[src/rtl/chs_pkg.sv]
package chs_pkg;

    typedef enum logic [1:0] {
        ST_IDLE  = 2'd0,
        ST_FOLD  = 2'd1,
        ST_TRACK = 2'd2,
        ST_SCALE = 2'd3
    } chs_state_e;

endpackage

[src/rtl/chs_mac.sv]
module chs_mac #(
    parameter int A_W = 48,
    parameter int B_W = 16,
    parameter int C_W = 16,
    parameter int R_W = 48
) (
    input  logic [A_W-1:0] a_i,
    input  logic [B_W-1:0] b_i,
    input  logic [C_W-1:0] c_i,
    output logic [R_W-1:0] r_o
);
    localparam int P_W = A_W + B_W;

    logic [P_W-1:0] prod;

    assign prod = P_W'(a_i) * P_W'(b_i);
    assign r_o  = prod[R_W-1:0] + R_W'(c_i);

endmodule

[src/rtl/chs_err_check.sv]
module chs_err_check #(
    parameter int HEADS_W = 5,
    parameter int SPT_W   = 8,
    parameter int SEC_W   = 8
) (
    input  logic               lba_i,
    input  logic [HEADS_W-1:0] heads_i,
    input  logic [SPT_W-1:0]   spt_i,
    input  logic [SEC_W-1:0]   sec_i,
    output logic               err_o
);
    logic geo_bad;
    logic sec_bad;

    assign geo_bad = (heads_i == '0) || (spt_i == '0);
    assign sec_bad = (sec_i == '0);
    assign err_o   = !lba_i && (geo_bad || sec_bad);

endmodule

[src/rtl/chs_ctrl.sv]
module chs_ctrl
    import chs_pkg::*;
(
    input  logic       clk,
    input  logic       rst_n,
    input  logic       start_i,
    output chs_state_e state_o,
    output logic       accept_o,
    output logic       busy_o,
    output logic       last_o
);
    chs_state_e state_q;
    chs_state_e state_d;

    always_comb begin
        state_d = state_q;
        unique case (state_q)
            ST_IDLE:  if (start_i) state_d = ST_FOLD;
            ST_FOLD:  state_d = ST_TRACK;
            ST_TRACK: state_d = ST_SCALE;
            ST_SCALE: state_d = ST_IDLE;
        endcase
    end

    always_ff @(posedge clk or negedge rst_n) begin
        if (!rst_n) state_q <= ST_IDLE;
        else        state_q <= state_d;
    end

    always_comb begin
        accept_o = 1'b0;
        busy_o   = 1'b1;
        last_o   = 1'b0;
        unique case (state_q)
            ST_IDLE: begin
                busy_o   = 1'b0;
                accept_o = start_i;
            end
            ST_FOLD:  ;
            ST_TRACK: ;
            ST_SCALE: last_o = 1'b1;
        endcase
    end

    assign state_o = state_q;

endmodule

[src/rtl/chs_offset_unit.sv]
module chs_offset_unit
    import chs_pkg::*;
#(
    parameter int REG_W         = 8,
    parameter int HEAD_FIELD_W  = 4,
    parameter int HEADS_W       = 5,
    parameter int BYTES_W       = 16,
    parameter int OFF_W         = 48,
    parameter int DEFAULT_BYTES = 512
) (
    input  logic               clk,
    input  logic               rst_n,
    input  logic               start,
    input  logic               lba_mode,
    input  logic [REG_W-1:0]   sec_num,
    input  logic [REG_W-1:0]   cyl_lo,
    input  logic [REG_W-1:0]   cyl_hi,
    input  logic [REG_W-1:0]   drv_head,
    input  logic [HEADS_W-1:0] geo_heads,
    input  logic [REG_W-1:0]   geo_spt,
    input  logic [BYTES_W-1:0] sec_bytes,
    output logic               busy,
    output logic               done,
    output logic               addr_err,
    output logic [OFF_W-1:0]   offset
);
    localparam int CYL_W = 2 * REG_W;
    localparam int LBA_W = 3 * REG_W;
    localparam int MUL_W = (BYTES_W > REG_W) ? BYTES_W : REG_W;
    localparam int ADD_W = REG_W;

    chs_state_e state;
    logic       accept;
    logic       last;
    logic       err_now;

    logic [CYL_W-1:0]        r_cyl;
    logic [HEAD_FIELD_W-1:0] r_head;
    logic [REG_W-1:0]        r_sec;
    logic [HEADS_W-1:0]      r_heads;
    logic [REG_W-1:0]        r_spt;
    logic [BYTES_W-1:0]      r_bytes;
    logic                    r_lba;
    logic                    r_err;
    logic [OFF_W-1:0]        acc;

    logic [OFF_W-1:0] mac_a;
    logic [MUL_W-1:0] mac_b;
    logic [ADD_W-1:0] mac_c;
    logic [OFF_W-1:0] mac_r;

    logic unused_head_hi;
    assign unused_head_hi = ^drv_head[REG_W-1:HEAD_FIELD_W];

    chs_ctrl u_ctrl (
        .clk      (clk),
        .rst_n    (rst_n),
        .start_i  (start),
        .state_o  (state),
        .accept_o (accept),
        .busy_o   (busy),
        .last_o   (last)
    );

    chs_err_check #(
        .HEADS_W (HEADS_W),
        .SPT_W   (REG_W),
        .SEC_W   (REG_W)
    ) u_err (
        .lba_i   (lba_mode),
        .heads_i (geo_heads),
        .spt_i   (geo_spt),
        .sec_i   (sec_num),
        .err_o   (err_now)
    );

    always_ff @(posedge clk or negedge rst_n) begin
        if (!rst_n) begin
            r_cyl   <= '0;
            r_head  <= '0;
            r_sec   <= '0;
            r_heads <= '0;
            r_spt   <= '0;
            r_bytes <= '0;
            r_lba   <= 1'b0;
            r_err   <= 1'b0;
        end else if (accept) begin
            r_cyl   <= {cyl_hi, cyl_lo};
            r_head  <= drv_head[HEAD_FIELD_W-1:0];
            r_sec   <= sec_num;
            r_heads <= geo_heads;
            r_spt   <= geo_spt;
            r_bytes <= (sec_bytes == '0) ? BYTES_W'(DEFAULT_BYTES) : sec_bytes;
            r_lba   <= lba_mode;
            r_err   <= err_now;
        end
    end

    always_comb begin
        mac_a = '0;
        mac_b = '0;
        mac_c = '0;
        unique case (state)
            ST_IDLE: ;
            ST_FOLD: begin
                if (r_lba) begin
                    mac_a = OFF_W'({r_cyl, r_sec});
                    mac_b = MUL_W'(1);
                end else begin
                    mac_a = OFF_W'(r_cyl);
                    mac_b = MUL_W'(r_heads);
                    mac_c = ADD_W'(r_head);
                end
            end
            ST_TRACK: begin
                mac_a = acc;
                if (r_lba) begin
                    mac_b = MUL_W'(1);
                end else begin
                    mac_b = MUL_W'(r_spt);
                    mac_c = r_err ? '0 : ADD_W'(r_sec - 1'b1);
                end
            end
            ST_SCALE: begin
                mac_a = acc;
                mac_b = MUL_W'(r_bytes);
            end
        endcase
    end

    chs_mac #(
        .A_W (OFF_W),
        .B_W (MUL_W),
        .C_W (ADD_W),
        .R_W (OFF_W)
    ) u_mac (
        .a_i (mac_a),
        .b_i (mac_b),
        .c_i (mac_c),
        .r_o (mac_r)
    );

    always_ff @(posedge clk or negedge rst_n) begin
        if (!rst_n) begin
            acc <= '0;
        end else if (state == ST_FOLD || state == ST_TRACK) begin
            acc <= mac_r;
        end
    end

    always_ff @(posedge clk or negedge rst_n) begin
        if (!rst_n) begin
            done     <= 1'b0;
            addr_err <= 1'b0;
            offset   <= '0;
        end else begin
            done <= last;
            if (last) begin
                addr_err <= r_err;
                offset   <= r_err ? '0 : mac_r;
            end
        end
    end

    // LBA index width kept for reference in derived sizing
    logic unused_lba_w;
    assign unused_lba_w = (LBA_W > OFF_W);

endmodule

[config.mk]
export PLATFORM = sky130hd
export DESIGN_NAME = chs_offset_unit
export DESIGN_NICKNAME = d
export VERILOG_FILES = /design/src/rtl/chs_pkg.sv /design/src/rtl/chs_mac.sv /design/src/rtl/chs_err_check.sv /design/src/rtl/chs_ctrl.sv /design/src/rtl/chs_offset_unit.sv
export SDC_FILE = /design/constraint.sdc
export NUM_CORES = 2
export LEC_CHECK = 0
export BUFFER_PORTS_ARGS = -buffer_cell sky130_fd_sc_hd__buf_2
export CORE_UTILIZATION = 53
export DETAILED_ROUTE_END_ITERATION = 6
export PLACE_DENSITY = 0.8
export SYNTH_ARGS = -nofsm -noshare
export SYNTH_HDL_FRONTEND = slang
export SYNTH_SLANG_ARGS = --single-unit
[constraint.sdc]
create_clock -name clk -period 7.2 [get_ports clk]
set_clock_uncertainty 0.05 [all_clocks]
set_input_delay 0 -clock clk [delete_from_list [all_inputs] [get_ports clk]]
set_output_delay 0 -clock clk [all_outputs]
set_load 0.02 [all_outputs]
# After elaboration in Yosys (flattened, before gate mapping)
# Cells that the tools add are included.
dict set report totals {
  ff_bits 159
  in_bits 65
  output_inout_bits 51
  word_cells 47
}
dict set report classes {
  addsub 2
  mul 1
  n_eq_ne 4
  n_mux 16
  reduce_logical 11
}
# cell count
set ops {}
lappend ops {{$pmux 48 s2} 1}
lappend ops {{$add 48x8->48} 1}
lappend ops {{$mul 48x16->48} 1}
lappend ops {{$mux 48} 1}
lappend ops {{$pmux 16 s3} 1}
lappend ops {{$mux 24} 1}
lappend ops {{$mux 8} 3}
lappend ops {{$logic_not 16->1} 1}
lappend ops {{$logic_not 8->1} 2}
lappend ops {{$mux 16} 1}
lappend ops {{$pmux 8 s2} 1}
lappend ops {{$pmux 2 s4} 1}
lappend ops {{$sub 8x1->8 const B} 1}
lappend ops {{$logic_not 5->1} 1}
lappend ops {{$mux 5} 1}
lappend ops {{$eq 2x2->1 const B} 2}
lappend ops {{$mux 4} 1}
lappend ops {{$logic_or 1x1->1} 3}
lappend ops {{$mux 1} 3}
lappend ops {{$eq 2x1->1 const B} 1}
lappend ops {{$logic_not 2->1} 1}
lappend ops {{$mux 2} 1}
lappend ops {{$ne 2x2->1 const B} 1}
lappend ops {{$reduce_or 2->1} 1}
lappend ops {{other kinds (2)} 2}

# Longest topological paths before layout
dict set report depth {
  depth_word 6
  ltp_mapped 33
  ltp_nobuf 29
}

# Hierarchy
# A second synthesis with hierarchy kept.
dict set report hier_totals {
  hier_cells 3061
  hier_area_um2 27863.0
}
# mod instances cells_each area_each_um2 seq_area_each_um2
set modules_own_cells {}
lappend modules_own_cells {chs_mac 1 2416 20432.1 0.0}
lappend modules_own_cells {chs_offset_unit 1 621 7218.2 3928.8}
lappend modules_own_cells {chs_ctrl 1 14 161.4 50.0}
lappend modules_own_cells {chs_err_check 1 10 51.3 0.0}

# Worst setup path after synthesis
# OpenSTA, ideal clock, no wires.
dict set report synth_timing {
  path_type {reg2reg}
  from {register u_ctrl.state_q[0], in the netlist u_ctrl.state_o[0]}
  to {register offset[47]}
  setup_time_ps 118
  t_arrival_ps 7648
  required_ps 7032
  slack_ps -616
  path_stages_with_launch 33
  path_buffers 6
  synth_period_minus_slack_ps 7816
  path_cell_list {dfrtp_1 inv_1 ha_1 or2_2 buf_2 clkbuf_1 clkbuf_1 clkbuf_1 clkbuf_1 nand3_1 fa_1 inv_1 fa_1 inv_1 fa_1 inv_1 fa_1 fa_1 inv_1 fa_1 inv_1 ha_1 clkbuf_1 a21o_1 a21o_1 a211oi_1 o21bai_1 a21boi_1 o21ai_1 a221o_1 xnor3_1 nor3_1 a21o_1}
}
dict set report synth_between {
  elab_chain_len 6
  elab_cells_between_ends 11
  classes_between {add/sub (1); mul (1); eq/ne (3); mux (5); reduce/logical (1)}
}
# item line
set synth_lines {}
lappend synth_lines {{from (decl)} chs_ctrl.sv:12} ;# chs_state_e state_q;
lappend synth_lines {{from (signal assigned)} chs_ctrl.sv:27} ;# else state_q <= state_d;
lappend synth_lines {{$eq 2x2->1, on equally long branches} {chs_offset_unit.sv:103, chs_ctrl.sv:34}}
lappend synth_lines {{$reduce_or 2->1 (no source line)} --}
lappend synth_lines {{$pmux 48 s2} chs_offset_unit.sv:103} ;# unique case (state)
lappend synth_lines {{$mul 48x16->48} chs_mac.sv:16} ;# assign prod = P_W'(a_i) * P_W'(b_i);
lappend synth_lines {{$add 48x8->48} chs_mac.sv:17} ;# assign r_o = prod[R_W-1:0] + R_W'(c_i);
lappend synth_lines {{$mux 48} chs_offset_unit.sv:160} ;# offset <= r_err ? '0 : mac_r;
lappend synth_lines {{to (signal assigned)} chs_offset_unit.sv:160}
lappend synth_lines {{to (decl)} chs_offset_unit.sv:25} ;# output logic [OFF_W-1:0] offset
# Several ways; a longest one is shown, not always the timed one.
# A chain may end at the register's enable or synchronous reset.

# Worst setup path in the final report
dict set report layout_timing {
  from {register u_ctrl.state_q[0], in the netlist u_ctrl.state_o[0]}
  to {register acc[35]}
}
dict set report layout_between {
  elab_chain_len 5
  elab_cells_between_ends 10
  classes_between {add/sub (1); mul (1); eq/ne (3); mux (3); reduce/logical (2)}
}
# item line
set layout_lines {}
lappend layout_lines {{$eq 2x2->1, on equally long branches} {chs_offset_unit.sv:103, chs_offset_unit.sv:146}}
lappend layout_lines {{$reduce_or 2->1 (no source line)} --}
lappend layout_lines {{$pmux 48 s2} chs_offset_unit.sv:103}
lappend layout_lines {{$mul 48x16->48} chs_mac.sv:16}
lappend layout_lines {{$add 48x8->48} chs_mac.sv:17}
lappend layout_lines {{to (signal assigned)} chs_offset_unit.sv:147} ;# acc <= mac_r;
lappend layout_lines {{to (decl)} chs_offset_unit.sv:45} ;# logic [OFF_W-1:0] acc;
# Several ways; a longest one is shown, not always the timed one.

==> impl_results.md <==
- Outcome: finished, violations left
- Failing checks: design-rule violations, max-capacitance violations, max-slew violations, negative setup slack
- Post-synth ARST share: 1.00
- Crit-path max cell delay: 0.64 ns
- PortBufs: 111
- Max_cap viols: 1
- Drt wl/cell: 27.1 µm
- CP Data Required Time: 7.45 ns
- Post-route setup slack: -1.19 ns
- Starting Density: 0.539
- DRT Wirelength: 116000 µm
- H-tree Lvls: 4
- Post-Syn Instances: 2983
- Initial DRT Pass Iterations: 7
- Final ANT Viol Nets: 0
- Slowest cell on crit path: fa_1
- Core area: 0.0503 mm²
- Hpwl dp: 73800 µm
- R2R Path Start: u_ctrl.state_o[0]
- CTS tree: done
- Grt ovf: 0
- Gpl congestion: 1.07
- Ratio of cells with drive above 1 in the final layout: 0.307
- Seq cells post-synth: 159
- DR iter-0 viols: 4034
- Adder-cell share of the synthesized area: 0.455
- Fmax achieved: 119 MHz
- Vias post-DR: 26800
- Via-to-Cell Ratio: 6.30
- # IOs: 116
- Final Max Tran Viols: 17
- Largest family of logic cells by synthesized area: adder cells
- Worst rel slew slack: -0.113
- Crit share post-route: 1.17
- Mapped Nets: 3712
- Total track usage: 0.399
- Die Wd: 228 µm
- CTS Sinks: 159
- Avg Cell Area, Syn: 9.08 µm²
- Classification of the worst-slack hold path: input port to async pin
- Pin slew with the least headroom to its limit: 1.66 ns
- Worst Path Max Fanout: 6
- Initial antenna violation count: 11
- Compound-Gate Fraction of Synth Area: 0.0678
- Final Hold Viols: 0
- CP Capture Type: register
- Cell family with most CP delay: adder cells
- Ys flop type: dfrtp_1
- Post-synth EDFFs: 0
- Worst skew pair latency: 0.48 ns
- Min Clock Period, post-route: 8.39 ns
- Yosys Warn Count: 0
- Crit path from: u_ctrl.state_o[0]
- Startpoint types: register
- Worst-case clock buffer depth: 2
- Post-synthesis sequential area ratio: 0.147
- Clk root buf: clkbuf_16
- Crit path kind: register to register
- First-pass GRT wire length: 157000 µm
- Synthesis-to-layout area growth: 30.1%
- Fin Setup TNS: -55.03 ns
- Row Count: 82
- Synth Area in XOR/XNOR: 0.0260
- Final setup viols: 68
- Post-synthesis mux area share: 0.0489
- Final net count: 4287
- Fin util: 0.701
- Most frequent CP cell: fa_1
- Vias in the first global route: 27500
- Netlist cell types: 77
- Die area: 0.0520 mm²
- DRC viols: 72
- Number of buffers created by CTS: 17
- Largest net degree at the start of global routing: 94
- Mapped cell area: 0.0271 mm²
- Post-Synth Simple-Gate Area: 0.141
- WP buf/inv: 8
- RSZ-0062 raised after global routing: true
- CP arrival: 8.64 ns
- Die height: 228 µm
- Reg clk slew, reported paths: 0.09 ns
[state kept, by name, indices dropped and copies added, names as in the netlist]
name and flops:
acc 48, offset 48, r_bytes 16, r_cyl 16, r_sec 8, r_spt 8, r_heads 5, r_head 4
u_ctrl.state_o 2, addr_err 1, done 1, r_err 1, r_lba 1
[logic make-up (layout without fill, tap and decap cells)]
group	Yosys count	in the layout
other	0	13
buffers and inverters	817	1405
adder cells (fa/ha/maj)	664	664
AO/OA/AOI/OAI	250	250
XOR/XNOR	78	78
multiplexers	119	119
AND/OR/NAND/NOR	896	896
flip-flops	159	159
[timing repair]
item	4_1_cts	5_1_grt
setup endpoints to repair	57	62
gates cloned	2	0
hold buffers	61	0
hold endpoints to repair	153	0
pin swaps	137	108
gates resized for setup	219	164
setup buffers	53	30
[synth_stat cells, drive strengths merged, types with 33 or more instances]
| library cell | instances | share of area |
|---|---|---|
| buf | 33 | 0.0060 |
| ha | 129 | 0.060 |
| nor2 | 324 | 0.046 |
| and3 | 36 | 0.0083 |
| inv | 677 | 0.094 |
| mux2 | 104 | 0.043 |
| a21oi | 57 | 0.011 |
| nand3 | 46 | 0.0085 |
| clkbuf | 107 | 0.015 |
| dfrtp | 159 | 0.15 |
| nand2 | 386 | 0.054 |
| xnor2 | 60 | 0.020 |
| fa | 535 | 0.40 |
[stage by stage]
stage	hold slack [ns]	setup WS (ns)	cell area, µm²	cells
finish	0.175	-1.19	35200	4256
CTS	0.190	-0.245	34400	4217
global placement	0.101	-0.494	31800	4070
global route	0.266	-1.33	35200	4248
floorplan	-0.346	-0.00325	27300	2983
detailed placement	0.103	-0.625	31800	4070
[cells in the final DEF (no fill, tap or decap), types with 36 or more instances in the layout]
| master | Yosys | layout |
|---|---|---|
| nor2_1 | 323 | 296 |
| buf_12 | 0 | 37 |
| nand3_1 | 46 | 41 |
| inv_1 | 676 | 646 |
| mux2_2 | 103 | 101 |
| ha_1 | 129 | 103 |
| buf_6 | 2 | 49 |
| dfrtp_1 | 159 | 158 |
| buf_4 | 2 | 434 |
| fa_1 | 535 | 499 |
| buf_2 | 13 | 110 |
| xnor2_1 | 59 | 46 |
| nand2_1 | 385 | 356 |
| fa_2 | 0 | 36 |
| dlygate4sd3_1 | 0 | 61 |
[layout make-up]
class	instances	area, µm²
timing repair buffer	696	5820
clock inverter	14	144
tap	672	841
antenna	13	32.5
fill	3133	15000
sequential	159	3980
clock buffer	18	439
inverter	677	2550
multi-input combinational	2007	21400
[metal layers]
layer  global-route usage  wire, µm  vias to the layer above
met1                0.482     34900                    12700
met2                0.597     47100                     2835
met5              0.00368       461                        -
li1                     -         -                    10100
met3                0.137     20200                     1086
met4                0.290     12800                       17
[final timing paths]
| path | to | slack (ns) | depth (start not counted) |
|---|---|---|---|
| min in group clk | r_cyl[12] | 0.26 | 3 |
| hold reg to reg | offset[42] | 0.44 | 1 |
| setup / recovery | acc[35] | -1.19 | 30 |
| hold / removal | acc[5] | 0.17 | 2 |
| setup reg to reg | acc[35] | -1.19 | 30 |
| max in group asynchronous | r_bytes[14] | 5.40 | 3 |
Power is left out: the tool's default activity adds up to more than one toggle a clock period on the data nets, which glitch-free logic cannot reach.
